**config.mk**
```make
export PLATFORM = sky130hd
export DESIGN_NAME = sysio_regs
export DESIGN_NICKNAME = d
export VERILOG_FILES = /design/src/rtl/sysio_pkg.sv /design/src/rtl/sysio_tick_div.sv /design/src/rtl/sysio_ctrl.sv /design/src/rtl/sysio_datapath.sv /design/src/rtl/sysio_regs.sv
export SDC_FILE = /design/constraint.sdc
export NUM_CORES = 1
export LEC_CHECK = 0
export CORE_ASPECT_RATIO = 0.75
export CORE_MARGIN = 8
export CORE_UTILIZATION = 45
export CTS_BUF_LIST = sky130_fd_sc_hd__clkbuf_16
export CTS_CLUSTER_DIAMETER = 120
export DETAILED_ROUTE_END_ITERATION = 12
export HOLD_SLACK_MARGIN = 0.1
export PLACE_DENSITY = 0.73
export SETUP_SLACK_MARGIN = 0.05
export SYNTH_ARGS = -nofsm -noshare
export SYNTH_HDL_FRONTEND = slang
export SYNTH_SLANG_ARGS = --single-unit
```
**constraint.sdc**
```tcl
create_clock -name clk -period 5.94 [get_ports clk]
set_clock_uncertainty 0.1 [all_clocks]
set_input_delay 1.485 -clock clk [delete_from_list [all_inputs] [get_ports clk]]
set_output_delay 1.485 -clock clk [all_outputs]
set_load 0.005 [all_outputs]
```
**src/rtl/sysio_pkg.sv**
```systemverilog
package sysio_pkg;

  localparam int DATA_W = 32;
  localparam int MISC_W = 10;

  localparam int MISC_DRST_BIT = 3;
  localparam int MISC_CS0_BIT  = 8;
  localparam int MISC_CS1_BIT  = 9;

  // word offsets (byte offset / 4)
  localparam int OFS_LED    = 'h00;
  localparam int OFS_BTN    = 'h02;
  localparam int OFS_SLOW   = 'h04;
  localparam int OFS_FAST   = 'h05;
  localparam int OFS_CYC    = 'h06;
  localparam int OFS_RELOAD = 'h08;
  localparam int OFS_PSCNT  = 'h09;
  localparam int OFS_MISC   = 'h13;

  typedef enum logic [3:0] {
    SEL_NONE, SEL_LED, SEL_BTN, SEL_SLOW, SEL_FAST,
    SEL_CYC, SEL_RELOAD, SEL_PSCNT, SEL_MISC
  } regSel_e;

  typedef struct packed {
    logic    wrLed;
    logic    wrSlow;
    logic    wrFast;
    logic    wrCyc;
    logic    wrReload;
    logic    wrPs;
    logic    wrMisc;
    regSel_e rdSel;
  } strobes_t;

endpackage

```
**src/rtl/sysio_tick_div.sv**
```systemverilog
module sysio_tick_div #(
  parameter int DIV = 10
) (
  input  logic clk,
  input  logic rstN,
  output logic tick
);
  localparam int CW = (DIV > 1) ? $clog2(DIV) : 1;
  localparam logic [CW-1:0] LAST = CW'(DIV - 1);

  logic [CW-1:0] phase;

  assign tick = (phase == LAST);

  always_ff @(posedge clk or negedge rstN) begin
    if (!rstN)     phase <= '0;
    else if (tick) phase <= '0;
    else           phase <= phase + 1'b1;
  end
endmodule

```
**src/rtl/sysio_ctrl.sv**
```systemverilog
module sysio_ctrl
  import sysio_pkg::*;
#(
  parameter int ADDR_W = 12
) (
  input  logic              busSel,
  input  logic              busWr,
  input  logic [ADDR_W-1:0] busAddr,
  output strobes_t          stb
);
  localparam int WIDX_W = ADDR_W - 2;

  logic [WIDX_W-1:0] wordIdx;
  logic [1:0]        unusedAddrBits;
  regSel_e           decSel;
  logic              wrHit;

  assign wordIdx        = busAddr[ADDR_W-1:2];
  assign unusedAddrBits = busAddr[1:0];
  assign wrHit          = busSel && busWr;

  always_comb begin
    decSel = SEL_NONE;
    case (wordIdx)
      WIDX_W'(OFS_LED):    decSel = SEL_LED;
      WIDX_W'(OFS_BTN):    decSel = SEL_BTN;
      WIDX_W'(OFS_SLOW):   decSel = SEL_SLOW;
      WIDX_W'(OFS_FAST):   decSel = SEL_FAST;
      WIDX_W'(OFS_CYC):    decSel = SEL_CYC;
      WIDX_W'(OFS_RELOAD): decSel = SEL_RELOAD;
      WIDX_W'(OFS_PSCNT):  decSel = SEL_PSCNT;
      WIDX_W'(OFS_MISC):   decSel = SEL_MISC;
      default:             decSel = SEL_NONE;
    endcase
  end

  always_comb begin
    stb          = '0;
    stb.rdSel    = (busSel && !busWr) ? decSel : SEL_NONE;
    stb.wrLed    = wrHit && (decSel == SEL_LED);
    stb.wrSlow   = wrHit && (decSel == SEL_SLOW);
    stb.wrFast   = wrHit && (decSel == SEL_FAST);
    stb.wrCyc    = wrHit && (decSel == SEL_CYC);
    stb.wrReload = wrHit && (decSel == SEL_RELOAD);
    stb.wrPs     = wrHit && (decSel == SEL_PSCNT);
    stb.wrMisc   = wrHit && (decSel == SEL_MISC);
  end
endmodule

```
**src/rtl/sysio_datapath.sv**
```systemverilog
module sysio_datapath
  import sysio_pkg::*;
#(
  parameter int LED_W    = 8,
  parameter int BTN_W    = 4,
  parameter int DIV_FAST = 10,
  parameter int DIV_SLOW = 1000
) (
  input  logic              clk,
  input  logic              rstN,
  input  strobes_t          stb,
  input  logic [DATA_W-1:0] wdata,
  input  logic [BTN_W-1:0]  buttonsIn,
  output logic [DATA_W-1:0] rdata,
  output logic [LED_W-1:0]  ledQ,
  output logic [MISC_W-1:0] miscQ,
  output logic [DATA_W-1:0] psCntQ,
  output logic [DATA_W-1:0] cycQ,
  output logic [DATA_W-1:0] reloadQ
);
  localparam int NTICK = 2;  // index 0 fast, 1 slow

  logic [BTN_W-1:0]           btnMeta, btnSync;
  logic [NTICK-1:0]           tickPulse, tickWr;
  logic [NTICK-1:0][DATA_W-1:0] tickCnt;
  logic                       psZero;

  assign tickWr = {stb.wrSlow, stb.wrFast};
  assign psZero = (psCntQ == '0);

  for (genvar g = 0; g < NTICK; g++) begin : g_tick
    localparam int DIVG = (g == 0) ? DIV_FAST : DIV_SLOW;
    sysio_tick_div #(.DIV(DIVG)) u_div (
      .clk  (clk),
      .rstN (rstN),
      .tick (tickPulse[g])
    );
  end

  always_ff @(posedge clk or negedge rstN) begin
    if (!rstN) begin
      tickCnt <= '0;
    end else begin
      for (int i = 0; i < NTICK; i++) begin
        if (tickWr[i])         tickCnt[i] <= wdata;
        else if (tickPulse[i]) tickCnt[i] <= tickCnt[i] + 1'b1;
      end
    end
  end

  always_ff @(posedge clk or negedge rstN) begin
    if (!rstN) begin
      psCntQ  <= '0;
      cycQ    <= '0;
      reloadQ <= '0;
    end else begin
      if (stb.wrReload) reloadQ <= wdata;
      if (stb.wrPs)     psCntQ  <= wdata;
      else if (psZero)  psCntQ  <= reloadQ;
      else              psCntQ  <= psCntQ - 1'b1;
      if (stb.wrCyc)    cycQ    <= wdata;
      else if (psZero)  cycQ    <= cycQ + 1'b1;
    end
  end

  always_ff @(posedge clk or negedge rstN) begin
    if (!rstN) begin
      ledQ    <= '0;
      miscQ   <= '0;
      btnMeta <= '0;
      btnSync <= '0;
    end else begin
      btnMeta <= buttonsIn;
      btnSync <= btnMeta;
      if (stb.wrLed)  ledQ  <= wdata[LED_W-1:0];
      if (stb.wrMisc) miscQ <= wdata[MISC_W-1:0];
    end
  end

  always_comb begin
    rdata = '0;
    case (stb.rdSel)
      SEL_LED:    rdata = DATA_W'(ledQ);
      SEL_BTN:    rdata = DATA_W'(btnSync);
      SEL_SLOW:   rdata = tickCnt[1];
      SEL_FAST:   rdata = tickCnt[0];
      SEL_CYC:    rdata = cycQ;
      SEL_RELOAD: rdata = reloadQ;
      SEL_PSCNT:  rdata = psCntQ;
      SEL_MISC:   rdata = DATA_W'(miscQ);
      default:    rdata = '0;
    endcase
  end
endmodule

```
**src/rtl/sysio_regs.sv**
```systemverilog
module sysio_regs
  import sysio_pkg::*;
#(
  parameter int CLK_HZ = 1000,
  parameter int ADDR_W = 12,
  parameter int LED_W  = 8,
  parameter int BTN_W  = 4
) (
  input  logic              clk,
  input  logic              rstN,
  input  logic              busSel,
  input  logic              busWr,
  input  logic [ADDR_W-1:0] busAddr,
  input  logic [31:0]       busWdata,
  output logic [31:0]       busRdata,
  input  logic [BTN_W-1:0]  buttonsIn,
  output logic [LED_W-1:0]  ledOut,
  output logic [1:0]        spiCsN,
  output logic              displayReset
);
  localparam int DIV_FAST = (CLK_HZ >= 100) ? CLK_HZ / 100 : 1;
  localparam int DIV_SLOW = (CLK_HZ >= 1) ? CLK_HZ : 1;

  strobes_t          stb;
  logic [MISC_W-1:0] miscQ;
  logic [31:0]       psCntQ, cycQ, reloadQ;

  sysio_ctrl #(.ADDR_W(ADDR_W)) u_ctrl (
    .busSel  (busSel),
    .busWr   (busWr),
    .busAddr (busAddr),
    .stb     (stb)
  );

  sysio_datapath #(
    .LED_W    (LED_W),
    .BTN_W    (BTN_W),
    .DIV_FAST (DIV_FAST),
    .DIV_SLOW (DIV_SLOW)
  ) u_dp (
    .clk       (clk),
    .rstN      (rstN),
    .stb       (stb),
    .wdata     (busWdata),
    .buttonsIn (buttonsIn),
    .rdata     (busRdata),
    .ledQ      (ledOut),
    .miscQ     (miscQ),
    .psCntQ    (psCntQ),
    .cycQ      (cycQ),
    .reloadQ   (reloadQ)
  );

  assign spiCsN       = {miscQ[MISC_CS1_BIT], miscQ[MISC_CS0_BIT]};
  assign displayReset = miscQ[MISC_DRST_BIT];
endmodule

```
==> flow_summary_export.csv <==
group,metric,value,unit
synth,synthArstFlopShare,100,%
route,wl,36000,um
cells_and_area,syn_to_final_growth,21.0,%
power_and_ir_drop,p_leak,6.09,nW
cts,tritoncts,"done",
synth,yosys-top-cells-area,"dfrtp_1 44%, nor2_1 5.5%, xor2_1 5.2%, mux2_2 5.1%, a21oi_1 4.7%",
cells_and_area,fill_cells,2205,
die,rows,50,
flow_run,cap_violations,0,
sta,rsz0062_at_grt,"yes",
route,route.detailed.drc,0,
synth,yosysTopAreaCell,"dfrtp_1",
synth,synthFlopType,"dfrtp_1",
power_and_ir_drop,power_frac_clock,40.8,%
power_and_ir_drop,swShare,27.1,%
route,drtPass1Iterations,6,
synth,yosysTopAreaCellShare,43.7,%
route,antenna_left,0,
grt,grt_pass1_vias,10100,
setup_path,cp_max_fo,7,
sta,drv_slew,0,
sta,slew_headroom,20.1,%
synth,syn_inst,1268,
sta,period_share,99.5,%
status,status,"completed",
synth,synth_warnings,0,
cts,cts_buffers,17,
die,die_w,200,um
synth,ys_ff_latch,200,
grt,grt_pass1_wl,56900,um
synth,syn_avg_cell_area,9.03,um2
sta,max_freq,169,MHz
placement,io_buffers,92,
cells_and_area,diodes,0,
power_and_ir_drop,combPwrFrac,9.7,%
die,core-area,25000,um2
cells_and_area,drive_gt1_share,13.1,%
sta,fin_crit,5.91,ns
cts,h-tree-depth,4,
placement,place.gp.congestion,0.882,
die,io_pins,95,
worst_hold_path,hold_class,"reg2reg",
setup_path,arrival,4.32,ns
sta,final-setup-viol-count,0,
route,dr_wl_met2,15700,um
placement,dp_hpwl,24700,um
route,via_per_inst,6.16,
cts,clk_pin_slew,0.07,ns
power_and_ir_drop,power.switching,813,uW
grt,antenna_found_initial,0,
grt,gr-usage-all-layers,22.9,%
route,drt-met1-wl,16000,um
synth,syn-num-nets,1330,
cts,cts_hold_buffers,0,
cells_and_area,finalNetCount,1429,
setup_path,startpoint_type,"primary input",
route,vias,10600,
die,die_area,30900,um2
grt,grt_max_degree,104,
power_and_ir_drop,intPower,2.18,mW
route,met3_length,3770,um
sta,setup_tns,0,ns
grt,overflow,0,
cts,clock_latency,0.45,ns
route,top_layer_used,"met4",
power_and_ir_drop,p_per_area,216,nW/um2
cells_and_area,final_util,55.5,%
sta,hold_viol,0,
route,wl_per_cell,20.9,um
cts,clockBufferDepth,2,
sta,holdWs,0.249,ns
synth,ys_types,57,
power_and_ir_drop,power,3.00,mW
synth,yosysSeqAreaShare,43.7,%
die,start_util,45.9,%
synth,synth_edf_count,0,
synth,netlist_area,11500,um2
cts,clock-root-buffer,"clkbuf_16",
cts,clkSinkCount,200,
sta,worst_pin_slew,1.20,ns
power_and_ir_drop,ir_drop,0.204,mV
power_and_ir_drop,seqPwrFrac,49.5,%
setup_path,crit_path_end_kind,"output pin",
setup_path,setup.worst_path.class,"in2out",
route,drtIter0Drc,1382,
die,die_h,154,um
setup_path,required,4.36,ns
[worst paths after layout]
| kind | start | endpoint | slack [ns] | depth (start not counted) |
|---|---|---|---|---|
| max in group asynchronous | rstN | u_dp.miscQ[0] | 3.68 | 2 |
| min | u_dp.btnMeta[0] | u_dp.btnSync[0] | 0.25 | 0 |
| max | busAddr[3] | busRdata[30] | 0.03 | 14 |
| max reg2reg | u_dp.psCntQ[22] | u_dp.cycQ[26] | 2.28 | 6 |
| min in group asynchronous | rstN | u_dp.g_tick[1].u_div.phase[1] | 1.04 | 1 |
| min reg2reg | u_dp.btnMeta[0] | u_dp.btnSync[0] | 0.25 | 0 |
[worst max-delay path: stages]
cell	delay, ns
clkdlybuf4s50_1	0.47
inv_1	0.06
buf_4	0.13
ha_1	0.30
nand3b_1	0.17
a211oi_2	0.31
nand2_2	0.12
nor2_4	0.17
buf_4	0.14
buf_12	0.12
a222oi_1	0.09
o21ai_1	0.10
buf_4	0.15
clkdlybuf4s50_1	0.50
[flip-flops by register name, summed over array words and instances, names as in the netlist]
name                     count
u_dp.g_tick.u_div.phase     14
u_dp.tickCnt                64
u_dp.miscQ                  10
u_dp.reloadQ                32
u_dp.cycQ                   32
u_dp.btnMeta                 4
u_dp.psCntQ                 32
u_dp.ledQ                    8
u_dp.btnSync                 4
[metrics by stage]
stage | instance area, um2 | std cells | setup slack (ns)
CTS | 13800 | 1713 | -0.00591
global placement | 13100 | 1674 | -0.147
finish | 13900 | 1718 | 0.0304
detailed placement | 13100 | 1674 | -0.157
global route | 13900 | 1718 | -0.103
floorplan | 11500 | 1268 | 0.625
[cell families (layout without fill, tap and decap cells)]
group	Yosys count	after routing	share of synthesized area [%]
multiplexers	61	61	5.90
AO/OA/AOI/OAI	270	270	14.6
XOR/XNOR	123	123	9.41
AND/OR/NAND/NOR	500	500	21.6
adder cells (fa/ha/maj)	10	10	1.09
flip-flops	200	200	43.7
buffers and inverters	104	216	3.69
[power groups by stage]
stage          sequential [mW]  clock, mW  combinational (mW)
2_1_floorplan             1.49          0               0.157
3_3_place_gp              1.50          0               0.279
3_5_place_dp              1.51          0               0.286
4_1_cts                   1.48       1.23               0.289
5_1_grt                   1.49       1.29               0.322
6_report                  1.48       1.22               0.291
[cells in the mapped netlist, drive strengths merged (13+ instances only)]
master / n
a222oi: 32
nor3: 56
nor2: 167
clkbuf: 64
xnor2: 55
a21oi: 107
a22oi: 23
nand4: 33
dfrtp: 200
and3: 13
mux2: 52
nor4: 28
inv: 26
o21ai: 75
nand2: 87
xor2: 68
buf: 14
nand3: 44
[cell type report]
type	instances	area (um2)	share of cell area (%)
clock buffers	17	425	3.07
flip-flops and latches	200	5000	36.1
repair buffers	158	1610	11.6
multi-input cells	964	6110	44.1
well taps	338	423	3.05
clock inverters	15	180	1.30
inverters	26	97.6	0.705
[layout by cell type (no fill, tap or decap), types with 7 or more instances in the layout]
master / count
dfrtp_1: 200
nor2_1: 164
a21oi_1: 106
nand2_1: 85
xor2_1: 68
clkdlybuf4s50_1: 60
o21ai_0: 58
xnor2_1: 55
nor3_1: 54
mux2_2: 52
buf_4: 50
nand3_1: 43
nand4_1: 33
a222oi_1: 32
inv_1: 26
nor4_1: 25
a22oi_1: 23
dlygate4sd2_1: 21
o21ai_1: 17
clkbuf_16: 17
and3_1: 13
buf_12: 11
ha_1: 10
dlymetal6s2s_1: 10
mux2i_1: 9
or3_1: 9
and4_1: 9
nand3b_1: 8
nand2b_1: 7
[layer usage]
metal  vias up  global-route usage (%)
met5         -                       0
met4         0                    5.32
met3        46                    6.05
met2       589                    34.0
met1      5172                    32.8
li1       4783                       -
[what timing repair did]
action | 4_1_cts | 5_1_grt
setup buffers | 5 | 5
cloned | 2 | 0
endpoints found under the setup margin | 32 | 19
gates resized for setup | 39 | 24
pin swaps | 1 | 6
(Power assumes the default switching activity.)
